==> config.mk <==
export PLATFORM = sky130hd
export DESIGN_NAME = lf_capture_top
export DESIGN_NICKNAME = d
export VERILOG_FILES = /design/src/rtl/lfc_pkg.sv /design/src/rtl/lfc_cmd_decode.sv /design/src/rtl/lfc_clkdiv.sv /design/src/rtl/lfc_capture.sv /design/src/rtl/lfc_sample_ram.sv /design/src/rtl/lf_capture_top.sv
export SDC_FILE = /design/constraint.sdc
export NUM_CORES = 1
export LEC_CHECK = 0
export BUFFER_PORTS_ARGS = -buffer_cell sky130_fd_sc_hd__buf_2
export CAP_MARGIN = 40
export CORE_AREA = 2 2 176 178
export CTS_CLUSTER_SIZE = 14
export DETAILED_ROUTE_END_ITERATION = 12
export DIE_AREA = 0 0 178 180
export PLACE_DENSITY = 0.64
export SLEW_MARGIN = 20
export SYNTH_ARGS = -nofsm -noshare
export SYNTH_HDL_FRONTEND = slang
export SYNTH_SLANG_ARGS = --single-unit
==> constraint.sdc <==
create_clock -name clk -period 4.3 [get_ports clk]
set_clock_uncertainty 0.05 [all_clocks]
set_input_delay 0.645 -clock clk [delete_from_list [all_inputs] [get_ports clk]]
set_output_delay 0.645 -clock clk [all_outputs]
set_load 0.1 [all_outputs]
==> src/rtl/lfc_pkg.sv <==
package lfc_pkg;
  localparam logic [3:0] OP_CFG = 4'h1;
  localparam logic [3:0] OP_DIV = 4'h2;

  localparam logic [2:0] MODE_ADC  = 3'd0;
  localparam logic [2:0] MODE_EDGE = 3'd1;
  localparam logic [2:0] MODE_PASS = 3'd2;
  localparam logic [2:0] MODE_OFF  = 3'd7;
endpackage

==> src/rtl/lfc_cmd_decode.sv <==
module lfc_cmd_decode #(
  parameter int DIV_W       = 8,
  parameter int ARG_W       = 12,
  parameter int DEFAULT_DIV = 95
) (
  input  logic             clk,
  input  logic             rst,
  input  logic             cmd_valid,
  input  logic [15:0]      cmd_word,
  output logic [DIV_W-1:0] div_q,
  output logic             div_load,
  output logic [2:0]       mode_q,
  output logic             field_q
);
  import lfc_pkg::*;

  localparam int DIV_MAX = (1 << DIV_W) - 1;

  logic [3:0]       opcode;
  logic [ARG_W-1:0] arg;
  logic             arg_bad;

  assign opcode   = cmd_word[15:12];
  assign arg      = cmd_word[ARG_W-1:0];
  assign arg_bad  = (arg == ARG_W'(1)) || (arg > ARG_W'(DIV_MAX));
  // divider restarts on the same edge the new divisor lands
  assign div_load = cmd_valid && (opcode == OP_DIV);

  always_ff @(posedge clk) begin
    if (rst) begin
      div_q   <= DIV_W'(DEFAULT_DIV);
      mode_q  <= MODE_OFF;
      field_q <= 1'b0;
    end else if (cmd_valid) begin
      case (opcode)
        OP_DIV: div_q <= arg_bad ? DIV_W'(DEFAULT_DIV) : arg[DIV_W-1:0];
        OP_CFG: begin
          mode_q  <= cmd_word[7:5];
          field_q <= cmd_word[0];
        end
        default: ;
      endcase
    end
  end

  AST_BAD_DIV_DEFAULT: assert property (@(posedge clk) disable iff (rst)
    (cmd_valid && opcode == OP_DIV && arg_bad) |=> (div_q == DIV_W'(DEFAULT_DIV)));
endmodule

==> src/rtl/lfc_clkdiv.sv <==
module lfc_clkdiv #(
  parameter int DIV_W = 8
) (
  input  logic             clk,
  input  logic             rst,
  input  logic [DIV_W-1:0] div_q,
  input  logic             div_load,
  output logic             divclk,
  output logic             sample_stb
);
  logic [DIV_W-1:0] cnt;
  logic             wrap;

  assign wrap       = (cnt == div_q);
  // divided clock about to fall == ADC clock about to rise
  assign sample_stb = wrap && divclk && !div_load;

  always_ff @(posedge clk) begin
    if (rst || div_load) begin
      cnt    <= '0;
      divclk <= 1'b0;
    end else if (wrap) begin
      cnt    <= '0;
      divclk <= ~divclk;
    end else begin
      cnt    <= cnt + 1'b1;
    end
  end

  AST_CNT_BOUND: assert property (@(posedge clk) disable iff (rst)
    cnt <= div_q);
endmodule

==> src/rtl/lfc_capture.sv <==
module lfc_capture #(
  parameter int DEPTH  = 32,
  parameter int SAMP_W = 8,
  parameter int THR_W  = SAMP_W + 1,
  parameter int AW     = $clog2(DEPTH)
) (
  input  logic              clk,
  input  logic              rst,
  input  logic              enable,
  input  logic              start,
  input  logic              sample_stb,
  input  logic [SAMP_W-1:0] sample,
  input  logic [THR_W-1:0]  trig_level,
  output logic              wr_en,
  output logic [AW-1:0]     wr_addr,
  output logic              busy,
  output logic              done
);
  localparam logic [THR_W-1:0] THR_OFF = '1;

  logic [AW:0]      wptr;
  logic             armed;
  logic [THR_W-1:0] thr_q;
  logic             below;

  assign below   = armed && ({1'b0, sample} < thr_q);
  assign wr_en   = busy && enable && sample_stb && !below;
  assign wr_addr = wptr[AW-1:0];

  always_ff @(posedge clk) begin
    if (rst) begin
      busy  <= 1'b0;
      done  <= 1'b0;
      wptr  <= '0;
      armed <= 1'b0;
      thr_q <= '0;
    end else if (start && !busy && enable) begin
      busy  <= 1'b1;
      done  <= 1'b0;
      wptr  <= '0;
      armed <= (trig_level != THR_OFF);
      thr_q <= trig_level;
    end else if (wr_en) begin
      wptr  <= wptr + 1'b1;
      armed <= 1'b0;
      if (wptr == (AW+1)'(DEPTH - 1)) begin
        busy <= 1'b0;
        done <= 1'b1;
      end
    end
  end

  AST_NO_OVERFLOW: assert property (@(posedge clk) disable iff (rst)
    wptr <= (AW+1)'(DEPTH));
  AST_DONE_IDLE: assert property (@(posedge clk) disable iff (rst)
    done |-> !busy);
  AST_DONE_STICKY: assert property (@(posedge clk) disable iff (rst)
    (done && !start) |=> done);
  AST_START_IGNORED: assert property (@(posedge clk) disable iff (rst)
    (busy && start && !wr_en) |=> (busy && $stable(wptr)));
endmodule

==> src/rtl/lfc_sample_ram.sv <==
module lfc_sample_ram #(
  parameter int DEPTH  = 32,
  parameter int SAMP_W = 8,
  parameter int AW     = $clog2(DEPTH)
) (
  input  logic              clk,
  input  logic              wr_en,
  input  logic [AW-1:0]     wr_addr,
  input  logic [SAMP_W-1:0] wr_data,
  input  logic [AW-1:0]     rd_addr,
  output logic [SAMP_W-1:0] rd_data
);
  logic [SAMP_W-1:0] mem [DEPTH];

  always_ff @(posedge clk) begin
    if (wr_en) mem[wr_addr] <= wr_data;
    rd_data <= mem[rd_addr];
  end
endmodule

==> src/rtl/lf_capture_top.sv <==
module lf_capture_top #(
  parameter int DEPTH       = 32,
  parameter int SAMP_W      = 8,
  parameter int DIV_W       = 8,
  parameter int DEFAULT_DIV = 95,
  parameter int THR_W       = SAMP_W + 1,
  parameter int AW          = $clog2(DEPTH)
) (
  input  logic              clk,
  input  logic              rst,
  input  logic              cmd_valid,
  input  logic [15:0]       cmd_word,
  input  logic [THR_W-1:0]  trig_level,
  input  logic              start,
  input  logic [SAMP_W-1:0] adc_sample,
  input  logic [AW-1:0]     rd_addr,
  output logic [SAMP_W-1:0] rd_data,
  output logic              busy,
  output logic              done,
  output logic              ant_drive,
  output logic              adc_clk_out
);
  import lfc_pkg::*;

  logic [DIV_W-1:0] div_q;
  logic             div_load;
  logic [2:0]       mode_q;
  logic             field_q;
  logic             divclk;
  logic             sample_stb;
  logic             adc_mode;
  logic             wr_en;
  logic [AW-1:0]    wr_addr;

  lfc_cmd_decode #(.DIV_W(DIV_W), .ARG_W(12), .DEFAULT_DIV(DEFAULT_DIV)) u_dec (
    .clk(clk), .rst(rst), .cmd_valid(cmd_valid), .cmd_word(cmd_word),
    .div_q(div_q), .div_load(div_load), .mode_q(mode_q), .field_q(field_q)
  );

  lfc_clkdiv #(.DIV_W(DIV_W)) u_div (
    .clk(clk), .rst(rst), .div_q(div_q), .div_load(div_load),
    .divclk(divclk), .sample_stb(sample_stb)
  );

  assign adc_mode    = (mode_q == MODE_ADC);
  assign ant_drive   = divclk & field_q & adc_mode;
  assign adc_clk_out = ~divclk;

  lfc_capture #(.DEPTH(DEPTH), .SAMP_W(SAMP_W), .THR_W(THR_W), .AW(AW)) u_cap (
    .clk(clk), .rst(rst), .enable(adc_mode), .start(start),
    .sample_stb(sample_stb), .sample(adc_sample), .trig_level(trig_level),
    .wr_en(wr_en), .wr_addr(wr_addr), .busy(busy), .done(done)
  );

  lfc_sample_ram #(.DEPTH(DEPTH), .SAMP_W(SAMP_W), .AW(AW)) u_ram (
    .clk(clk), .wr_en(wr_en), .wr_addr(wr_addr), .wr_data(adc_sample),
    .rd_addr(rd_addr), .rd_data(rd_data)
  );
endmodule

==> impl_metrics.env, run 1 <==
export IMPL_post_route_min_period_ns=3.16
export IMPL_cts_hold_buffers=0
export IMPL_crit_type="reg -> reg"
export IMPL_outcome="complete, no violations"
export IMPL_drv_cap=0
export IMPL_cts_resized=0
export IMPL_synth_flop_cell="edfxtp_1"
export IMPL_max_stage_delay_ns=0.66
export IMPL_crit_family="simple AND/OR/NAND/NOR gates"
export IMPL_cts_htree_levels=1
export IMPL_syn_nets=685
export IMPL_antenna_found_initial=0
export IMPL_synthAdderAreaFrac_pct=1.26
export IMPL_max_slew_margin_rel_pct=50.7
export IMPL_avgRoutedWirePerCell_microns=24.1
export IMPL_coreArea_sq_um=30200
export IMPL_ys_ff_latch=303
export IMPL_total_power_mw=6.29
export IMPL_hpwl_microns=18700
export IMPL_rsz0062_at_grt="no"
export IMPL_path_clk_slew_ns=0.06
export IMPL_cp_end_kind="flip-flop"
export IMPL_path_cells="inv_1 > ha_1 > and4b_1 > nand4_1 > o2bb2ai_1 > o2111a_1 > nand2_1 > nor2_1"
export IMPL_via_count=6227
export IMPL_routed_wl_microns=27200
export IMPL_port_buffers=53
export IMPL_drtIter0Drc=656
export IMPL_num_antenna_cells=0
export IMPL_critPathBufInv=1
export IMPL_arrival_ns=3.28
export IMPL_p_leak_nw=4.43
export IMPL_first_global_vias=6332
export IMPL_die_h_microns=180
export IMPL_synth_cell_area_sq_um=11900
export IMPL_setup_tns_ns=0
export IMPL_syn_inst=631
export IMPL_ir_drop_mv=0.304
export IMPL_synthSimpleGateAreaFrac_pct=4.88
export IMPL_clk_latency_ns=0.55
export IMPL_area_growth_pct=15.7
export IMPL_place_congestion=0.920
export IMPL_drive_gt1_share_pct=28.6
export IMPL_tightest_slew_ns=0.740
export IMPL_ys_seq_area_share_pct=72.5
export IMPL_finalHoldViolations=0
export IMPL_powerDensity_nw_per_um2=457
export IMPL_cts_tree="done"
export IMPL_async_flop_share_pct=0
export IMPL_cp_required_ns=4.42
export IMPL_ys_warn_count=0
export IMPL_synth_top_family_by_area="multiplexers"
export IMPL_synth_xor_area_share_pct=1.25
export IMPL_synthMuxAreaShare_pct=16.1
export IMPL_gr_usage_all_layers_pct=17.2
export IMPL_max_freq_mhz=317
export IMPL_grt_pass1_wl_microns=40700
export IMPL_start_util_pct=39.4
export IMPL_slew_viol_final=0
export IMPL_finalNetCount=764
export IMPL_die_x_microns=178
export IMPL_final_cell_mix="256 x edfxtp_1, 80 x mux4_2, 52 x buf_2"
export IMPL_num_rows=64
export IMPL_overflow=0
export IMPL_die_area_sq_um=32000
export IMPL_final_common_cell="edfxtp_1"
export IMPL_cts_buffers=30
export IMPL_syn_avg_cell_area_sq_um=18.8
export IMPL_finalSetupViolCount=0
export IMPL_hold_path_class="in -> reg"
export IMPL_io_pins=54
export IMPL_yosysUniqueCellTypes=45
export IMPL_synth_compound_area_share_pct=2.24
export IMPL_cts_root_buf="clkbuf_16"
export IMPL_antenna_left=0
export IMPL_postCtsSetupBuffers=0
export IMPL_vias_per_cell=5.52
export IMPL_final_period_utilization_pct=73.4
export IMPL_grt_max_degree=36
export IMPL_synth_edf_count=256
export IMPL_cp_start_kind="flip-flop"
export IMPL_dr_pass1_iters=4
export IMPL_clockBufferDepth=3
export IMPL_drcViolationCount=0
export IMPL_clock_sinks=303
export IMPL_critPathMaxFanout=8
export IMPL_worst_path_max_delay_cell="nor2_1"
[sequential cells by signal, summed over array words and instances, names as in the netlist, 3 cells and up]
register / cells
u_dec.mode_q: 3
u_cap.thr_q: 9
u_cap.wptr: 6
u_ram.rd_data: 8
u_ram.mem: 256
u_dec.div_q: 8
u_div.cnt: 8
[routing by layer]
layer | global-route usage (%) | part of all wire, % | vias to the layer above
li1 | - | - | 2685
met1 | 24.6 | 41 | 3181
met2 | 26.9 | 47 | 328
met3 | 3.51 | 9.6 | 33
met4 | 4.69 | 2.3 | 0
met5 | 0 | 0 | -
[Yosys cell counts, types with 2 or more instances]
master	number	area share, %
clkbuf_1	10	0.32
a211o_1	3	0.22
nand3b_1	2	0.13
xor2_1	4	0.29
a21oi_1	17	0.72
nand3_1	13	0.55
mux2i_1	2	0.17
o21ai_0	3	0.13
dfxtp_1	47	7.9
o31ai_1	2	0.13
edfxtp_1	256	65
mux2_2	8	0.76
mux4_2	80	15
buf_1	9	0.28
nand2b_1	3	0.16
ha_1	12	1.3
and3_1	5	0.26
inv_1	20	0.63
xnor2_1	13	0.96
o22ai_1	2	0.11
nor2_1	44	1.4
or3_1	6	0.32
nand2_1	30	0.95
nor3_1	5	0.21
buf_4	6	0.38
o22a_1	6	0.44
or4_1	2	0.13
nand4_1	4	0.21
[area by class of cell]
type	instances	area (sq um)
inverters	20	75.1
flip-flops and latches	303	8630
multi-input cells	281	3060
well taps	396	495
repair buffers	74	463
clock inverters	21	256
fillers	2513	16400
clock buffers	34	787
[cell families after synthesis]
| group | Yosys count |
|---|---|
| AO/OA/AOI/OAI | 40 |
| flip-flops | 303 |
| XOR/XNOR | 17 |
| buffers and inverters | 47 |
| multiplexers | 90 |
| AND/OR/NAND/NOR | 122 |
| adder cells (fa/ha/maj) | 12 |
[power breakdown]
| group | internal, mW | switching [mW] |
|---|---|---|
| sequential | 3.19 | 0.00616 |
| combinational | 0.125 | 0.229 |
| clock | 1.67 | 1.06 |
| total | 4.99 | 1.30 |
[metrics by stage]
stage / cells / setup WS (ns) / utilization, % / cell area (sq um) / hold WS, ns
2_1_floorplan: 631 / 1.33 / - / 11900 / 0.386
4_1_cts: 1129 / 1.17 / 45.6 / 13800 / 0.255
6_report: 1129 / 1.14 / 45.6 / 13800 / 0.274
5_1_grt: 1129 / 0.972 / 45.6 / 13800 / 0.266
3_3_place_gp: 1073 / 0.811 / 42.1 / 12700 / 0.402
3_5_place_dp: 1074 / 0.741 / 42.1 / 12700 / 0.405
[worst paths after layout]
kind / slack [ns] / from / cells past startpoint / end
worst max register to register: 1.14 / u_cap.thr_q[6] / 8 / u_ram.mem[9][2]
worst max-delay path: 1.14 / u_cap.thr_q[6] / 8 / u_ram.mem[9][2]
worst min register to register: 0.41 / u_cap.thr_q[4] / 2 / u_cap.thr_q[4]
worst min-delay path: 0.27 / cmd_word[1] / 2 / u_dec.div_q[1]
No activity file was read; power rests on OpenSTA's default activity.
==> run 2, diff against run 1 <==
--- a/config.mk
+++ b/config.mk
@@ -5,12 +5,13 @@
 export SDC_FILE = /design/constraint.sdc
 export NUM_CORES = 1
 export LEC_CHECK = 0
+export ABC_AREA = 1
 export BUFFER_PORTS_ARGS = -buffer_cell sky130_fd_sc_hd__buf_2
 export CAP_MARGIN = 40
-export CORE_AREA = 2 2 176 178
+export CORE_AREA = 2 2 179 181
 export CTS_CLUSTER_SIZE = 14
 export DETAILED_ROUTE_END_ITERATION = 12
-export DIE_AREA = 0 0 178 180
+export DIE_AREA = 0 0 181 183
 export PLACE_DENSITY = 0.64
 export SLEW_MARGIN = 20
 export SYNTH_ARGS = -nofsm -noshare
==> constraint.sdc (replaced) <==
create_clock -name clk -period 3.2 [get_ports clk]
set_clock_uncertainty 0.05 [all_clocks]
set_input_delay 0.48 -clock clk [delete_from_list [all_inputs] [get_ports clk]]
set_output_delay 0.48 -clock clk [all_outputs]
set_load 0.1 [all_outputs]
==> impl_metrics.env, run 2 <==
export IMPL_cp_required_ns=3.28
export IMPL_synth_top_area_share_pct=62.6
export IMPL_p_switching_mw=1.96
export IMPL_port_buffers=53
export IMPL_die_h_microns=183
export IMPL_ys_seq_area_share_pct=70.2
export IMPL_io_pins=54
export IMPL_routed_wl_microns=31800
export IMPL_p_clk_share_pct=45.1
export IMPL_via_count=8471
export IMPL_coreArea_sq_um=31200
export IMPL_p_leak_nw=4.87
export IMPL_cts_buffers=34
export IMPL_area_growth_pct=16.2
export IMPL_vias_per_cell=5.59
export IMPL_slew_viol_final=0
export IMPL_top_register="u_ram.mem"
export IMPL_syn_inst=1017
export IMPL_synth_area_leader_cell="edfxtp_1"
export IMPL_synth_cell_area_sq_um=12300
export IMPL_postCtsSetupBuffers=0
export IMPL_netSwitchingFraction_pct=22.3
export IMPL_ys_warn_count=0
export IMPL_powerDensity_nw_per_um2=618
export IMPL_path_clk_slew_ns=0.06
export IMPL_cts_hold_buffers=0
export IMPL_die_x_microns=181
export IMPL_fill_cells=2856
export IMPL_drcViolationCount=0
export IMPL_cts_htree_levels=2
export IMPL_finalNetCount=1142
export IMPL_cts_resized=0
export IMPL_clock_sinks=303
export IMPL_max_slew_margin_rel_pct=43.0
export IMPL_start_util_pct=39.3
export IMPL_antenna_found_initial=0
export IMPL_dr_pass1_iters=8
export IMPL_path_cells="inv_1 > ha_1 > nand2_1 > nor2_1 > o211ai_1 > nand3_2 > nand2_4 > inv_6 > nand2_4 > nor2_1"
export IMPL_synth_flop_cell="edfxtp_1"
export IMPL_yosys_top_cells_count="256 x edfxtp_1, 184 x nor2_1, 127 x o21ai_0"
export IMPL_cts_tree="done"
export IMPL_ys_ff_latch=303
export IMPL_drtIter0Drc=1095
export IMPL_post_route_min_period_ns=2.50
export IMPL_max_freq_mhz=399
export IMPL_finalSetupViolCount=0
export IMPL_grt_max_degree=135
export IMPL_drive_gt1_share_pct=14.2
export IMPL_p_seq_share_pct=48.7
export IMPL_ir_drop_mv=0.368
export IMPL_synth_area_leaders="edfxtp_1 63%, dfxtp_1 7.7%, nor2_1 5.6%"
export IMPL_cellInternalPower_mw=6.86
export IMPL_gr_usage_all_layers_pct=19.1
export IMPL_avgRoutedWirePerCell_microns=21.0
export IMPL_critPathMaxFanout=8
export IMPL_async_flop_share_pct=0
export IMPL_antenna_left=0
export IMPL_final_cell_mix="256 x edfxtp_1, 184 x nor2_1, 127 x o21ai_0"
export IMPL_largest_register_ffs=256
export IMPL_max_stage_delay_ns=0.53
export IMPL_hpwl_microns=20300
export IMPL_fin_cells=1516
export IMPL_cp_start_kind="flip-flop"
export IMPL_die_area_sq_um=33100
export IMPL_dp_cells=1454
export IMPL_num_rows=65
export IMPL_total_power_mw=8.82
export IMPL_finalHoldViolations=0
export IMPL_place_congestion=0.879
export IMPL_reg2reg_depth=10
export IMPL_yosysUniqueCellTypes=35
export IMPL_rsz0062_at_grt="no"
export IMPL_reg_largest_list="u_ram.mem: 256 flops, u_cap.thr_q: 9 flops"
export IMPL_syn_nets=1071
export IMPL_power_frac_comb_pct=6.1
export IMPL_yosysMostFrequentCell="edfxtp_1"
export IMPL_final_period_utilization_pct=78.3
export IMPL_final_common_cell="edfxtp_1"
export IMPL_arrival_ns=2.59
export IMPL_cts_root_buf="clkbuf_16"
export IMPL_grt_pass1_wl_microns=48000
export IMPL_cp_end_kind="flip-flop"
export IMPL_synth_edf_count=256
export IMPL_timing_hold_ws_ns=0.169
export IMPL_syn_avg_cell_area_sq_um=12.1
export IMPL_worst_path_max_delay_cell="nor2_1"
export IMPL_num_antenna_cells=0
export IMPL_hold_path_class="in -> reg"
export IMPL_min_path_cells=3
export IMPL_setup_tns_ns=0
export IMPL_clockBufferDepth=3
export IMPL_clk_latency_ns=0.50
export IMPL_crit_type="reg -> reg"
export IMPL_first_global_vias=8204
export IMPL_outcome="complete, no violations"
export IMPL_tightest_slew_ns=0.854
export IMPL_overflow=0
export IMPL_drv_cap=0
-- run 2: logic make-up after synthesis --
group           share of synthesized area, %
xor+xnor                               0.784
compound gates                          12.5
simple gates                            11.4
fa+ha+maj                               1.22
buf+inv                                 3.94
flops                                   70.2
-- run 2: path summary, 6_finish.rpt --
| kind | startpoint | end | slack, ns |
|---|---|---|---|
| min | cmd_word[4] | u_dec.div_q[4] | 0.17 |
| min reg2reg | u_div.cnt[0] | u_div.cnt[0] | 0.43 |
| max | u_cap.thr_q[6] | u_ram.mem[20][5] | 0.70 |
| max reg2reg | u_cap.thr_q[6] | u_ram.mem[20][5] | 0.70 |
-- run 2: critical path, delay by kind of cell (launching register included) --
family	cells	cell delay [ns]
buffers and inverters	2	0.19
AOI/OAI and AO/OA	1	0.12
DFF	1	0.30
and+or+nand+nor	6	1.18
adders and majority gates	1	0.31
-- run 2: power by group through the flow --
stage               Clock [mW]  Combinational (mW)  Sequential (mW)
floorplan                    0               0.229             4.47
global placement             0               0.533             4.38
detailed placement           0               0.536             4.38
CTS                       4.03               0.536             4.30
global route              4.19               0.577             4.30
finish                    3.98               0.541             4.30
-- run 2: layout make-up --
class                      instances  area (sq um)  area share (%)
clock buffer                      40           905            6.34
timing repair buffer              92           598            4.19
inverter                          55           213            1.49
sequential                       303          8630            60.4
multi-input combinational        602          3170            22.2
tap                              402           503            3.52
clock inverter                    22           255            1.79
-- run 2: per-stage QoR --
stage / area (sq um) / setup slack, ns / utilization (%)
2_1_floorplan: 12300 / 0.428 / -
3_3_place_gp: 13100 / 0.512 / 42.0
3_5_place_dp: 13100 / 0.438 / 42.0
4_1_cts: 14300 / 0.686 / 45.7
5_1_grt: 14300 / 0.593 / 45.7
6_report: 14300 / 0.696 / 45.7
-- run 2: per-layer routing --
metal  track usage [%]  share of wire [%]
met3              4.41                9.1
met1              25.4                 42
met4              7.19                3.2
met2              30.6                 45
met5                 0                  0
==> run 3, diff against run 2 <==
--- a/config.mk
+++ b/config.mk
@@ -5,14 +5,14 @@
 export SDC_FILE = /design/constraint.sdc
 export NUM_CORES = 1
 export LEC_CHECK = 0
-export ABC_AREA = 1
+export ABC_AREA = 0
 export BUFFER_PORTS_ARGS = -buffer_cell sky130_fd_sc_hd__buf_2
 export CAP_MARGIN = 40
-export CORE_AREA = 2 2 179 181
+export CORE_AREA = 2 2 176 178
 export CTS_CLUSTER_SIZE = 14
 export DETAILED_ROUTE_END_ITERATION = 12
-export DIE_AREA = 0 0 181 183
-export PLACE_DENSITY = 0.64
+export DIE_AREA = 0 0 178 180
+export PLACE_DENSITY = 0.66
 export SLEW_MARGIN = 20
 export SYNTH_ARGS = -nofsm -noshare
 export SYNTH_HDL_FRONTEND = slang
==> constraint.sdc (replaced) <==
create_clock -name clk -period 2.3 [get_ports clk]
set_clock_uncertainty 0.05 [all_clocks]
set_input_delay 0.345 -clock clk [delete_from_list [all_inputs] [get_ports clk]]
set_output_delay 0.345 -clock clk [all_outputs]
set_load 0.1 [all_outputs]
==> impl_metrics.env, run 3 (synthesis gave the netlist of run 1 again) <==
export IMPL_num_rows=64
export IMPL_cts_root_buf="clkbuf_16"
export IMPL_die_h_microns=180
export IMPL_largest_register_ffs=256
export IMPL_path_clk_slew_ns=0.06
export IMPL_p_leak_nw=4.78
export IMPL_cts_tree="done"
export IMPL_drtIter0Drc=801
export IMPL_final_common_cell="edfxtp_1"
export IMPL_cts_buffers=31
export IMPL_drive_gt1_share_pct=38.8
export IMPL_avgRoutedWirePerCell_microns=24.5
export IMPL_die_x_microns=178
export IMPL_top_register="u_ram.mem"
export IMPL_clockBufferDepth=3
export IMPL_violations="negative setup slack"
export IMPL_hpwl_microns=19300
export IMPL_clk_latency_ns=0.56
export IMPL_drcViolationCount=0
export IMPL_first_global_vias=6553
export IMPL_dr_pass1_iters=6
export IMPL_start_util_pct=39.4
export IMPL_die_area_sq_um=32000
export IMPL_max_slew_margin_rel_pct=60.0
export IMPL_reg_largest_list="u_ram.mem: 256 flops, u_cap.thr_q: 9 flops"
export IMPL_vias_per_cell=5.48
export IMPL_cp_end_kind="flip-flop"
export IMPL_tightest_slew_ns=0.598
export IMPL_ir_drop_mv=0.582
export IMPL_cp_required_ns=2.70
export IMPL_crit_family="compound AO/OA/AOI/OAI gates"
export IMPL_gr_usage_all_layers_pct=18.3
export IMPL_final_cell_mix="256 x edfxtp_1, 80 x mux4_2, 51 x buf_2"
export IMPL_cp_start_kind="flip-flop"
export IMPL_crit_type="reg -> reg"
export IMPL_antenna_found_initial=0
export IMPL_powerDensity_nw_per_um2=814
export IMPL_cts_htree_levels=1
export IMPL_total_power_mw=12.0
export IMPL_port_buffers=53
export IMPL_finalSetupViolCount=256
export IMPL_worst_path_max_delay_cell="dfxtp_2"
export IMPL_antenna_left=0
export IMPL_place_congestion=0.874
export IMPL_hold_path_class="in -> reg"
export IMPL_dp_cells=1100
export IMPL_io_pins=54
export IMPL_coreArea_sq_um=30200
export IMPL_setup_tns_ns=-24.18
export IMPL_critPathBufInv=4
export IMPL_path_cells="inv_2 > ha_4 > and4b_1 > nand4_1 > o2bb2ai_2 > o2111a_2 > buf_4 > buf_6 > nand3_2 > buf_4 > o31a_1"
export IMPL_drv_cap=0
export IMPL_clock_sinks=303
export IMPL_num_antenna_cells=0
export IMPL_routed_wl_microns=28900
export IMPL_finalNetCount=812
export IMPL_critPathMaxFanout=5
export IMPL_slew_viol_final=0
export IMPL_max_stage_delay_ns=0.33
export IMPL_outcome="complete, but fails checks"
export IMPL_timing_hold_ws_ns=0.0178
export IMPL_fin_ws_ns=-0.173
export IMPL_area_growth_pct=24.1
export IMPL_final_period_utilization_pct=108
export IMPL_post_route_min_period_ns=2.47
export IMPL_rsz0062_at_grt="yes"
export IMPL_finalHoldViolations=0
export IMPL_grt_pass1_wl_microns=43000
export IMPL_via_count=6459
export IMPL_max_freq_mhz=404
export IMPL_overflow=0
export IMPL_arrival_ns=2.87
export IMPL_fin_cells=1179
export IMPL_crit_top_cell="buf_4"
export IMPL_grt_max_degree=38
[run 3: cell count changes in the layout (fill, tap and decap cells not counted), sizes merged, moves of 32 or more]
cell / change
o21ai: -144
nor2: -144
mux4: +80
nand3: -34
nand2: -34
o221ai: -52
inv: -32
[run 3: worst paths after layout]
| path | slack, ns | startpoint | to | cells after the start |
|---|---|---|---|---|
| setup / recovery | -0.17 | u_cap.thr_q[7] | u_cap.busy | 11 |
| hold / removal | 0.02 | trig_level[0] | u_cap.thr_q[0] | 3 |
| setup reg to reg | -0.17 | u_cap.thr_q[7] | u_cap.busy | 11 |
| hold reg to reg | 0.42 | u_cap.thr_q[3] | u_cap.thr_q[3] | 2 |
[run 3: power breakdown]
group	switching [mW]	internal [mW]	total, mW
Clock	2.08	3.24	5.32
Combinational	0.443	0.267	0.710
Sequential	0.0107	5.97	5.98
[run 3: per-layer routing]
metal  track usage (%)  wire (microns)  vias up
met4              5.38             903        0
met2              28.2           13500      265
li1                  -               -     2776
met1              26.4           12600     3363
met3              3.49            1950       55
met5                 0               0        -
[run 3: per-stage QoR]
stage	area [sq um]	util [%]	setup WS, ns
floorplan	12100	-	-0.0806
global placement	13200	43.9	-0.288
detailed placement	13200	43.9	-0.410
CTS	14700	48.6	-0.149
global route	14800	48.9	-0.280
finish	14800	48.9	-0.173
[run 3: area by class of cell]
| type | count | area [sq um] |
|---|---|---|
| clock buffers | 44 | 885 |
| clock inverters | 14 | 213 |
| fillers | 2409 | 15400 |
| inverters | 20 | 77.6 |
| multi-input cells | 281 | 3400 |
| flip-flops and latches | 303 | 8630 |
| well taps | 396 | 495 |
| repair buffers | 121 | 1050 |
[run 3: timing repair]
action | in CTS | in global routing
hold endpoints to repair | 12 | 0
pin swaps | 30 | 6
hold buffers | 12 | 0
buffers inserted | 7 | 3
gates resized for setup | 23 | 12
setup endpoints to repair | 260 | 263
[run 3: worst register-to-register path, stage by stage, from the launching register on]
cell and delay, ns:
dfxtp_2 0.33, inv_2 0.05, ha_4 0.25, and4b_1 0.24, nand4_1 0.12, o2bb2ai_2 0.22, o2111a_2 0.33, buf_4 0.15
buf_6 0.09, nand3_2 0.10, buf_4 0.16, o31a_1 0.27
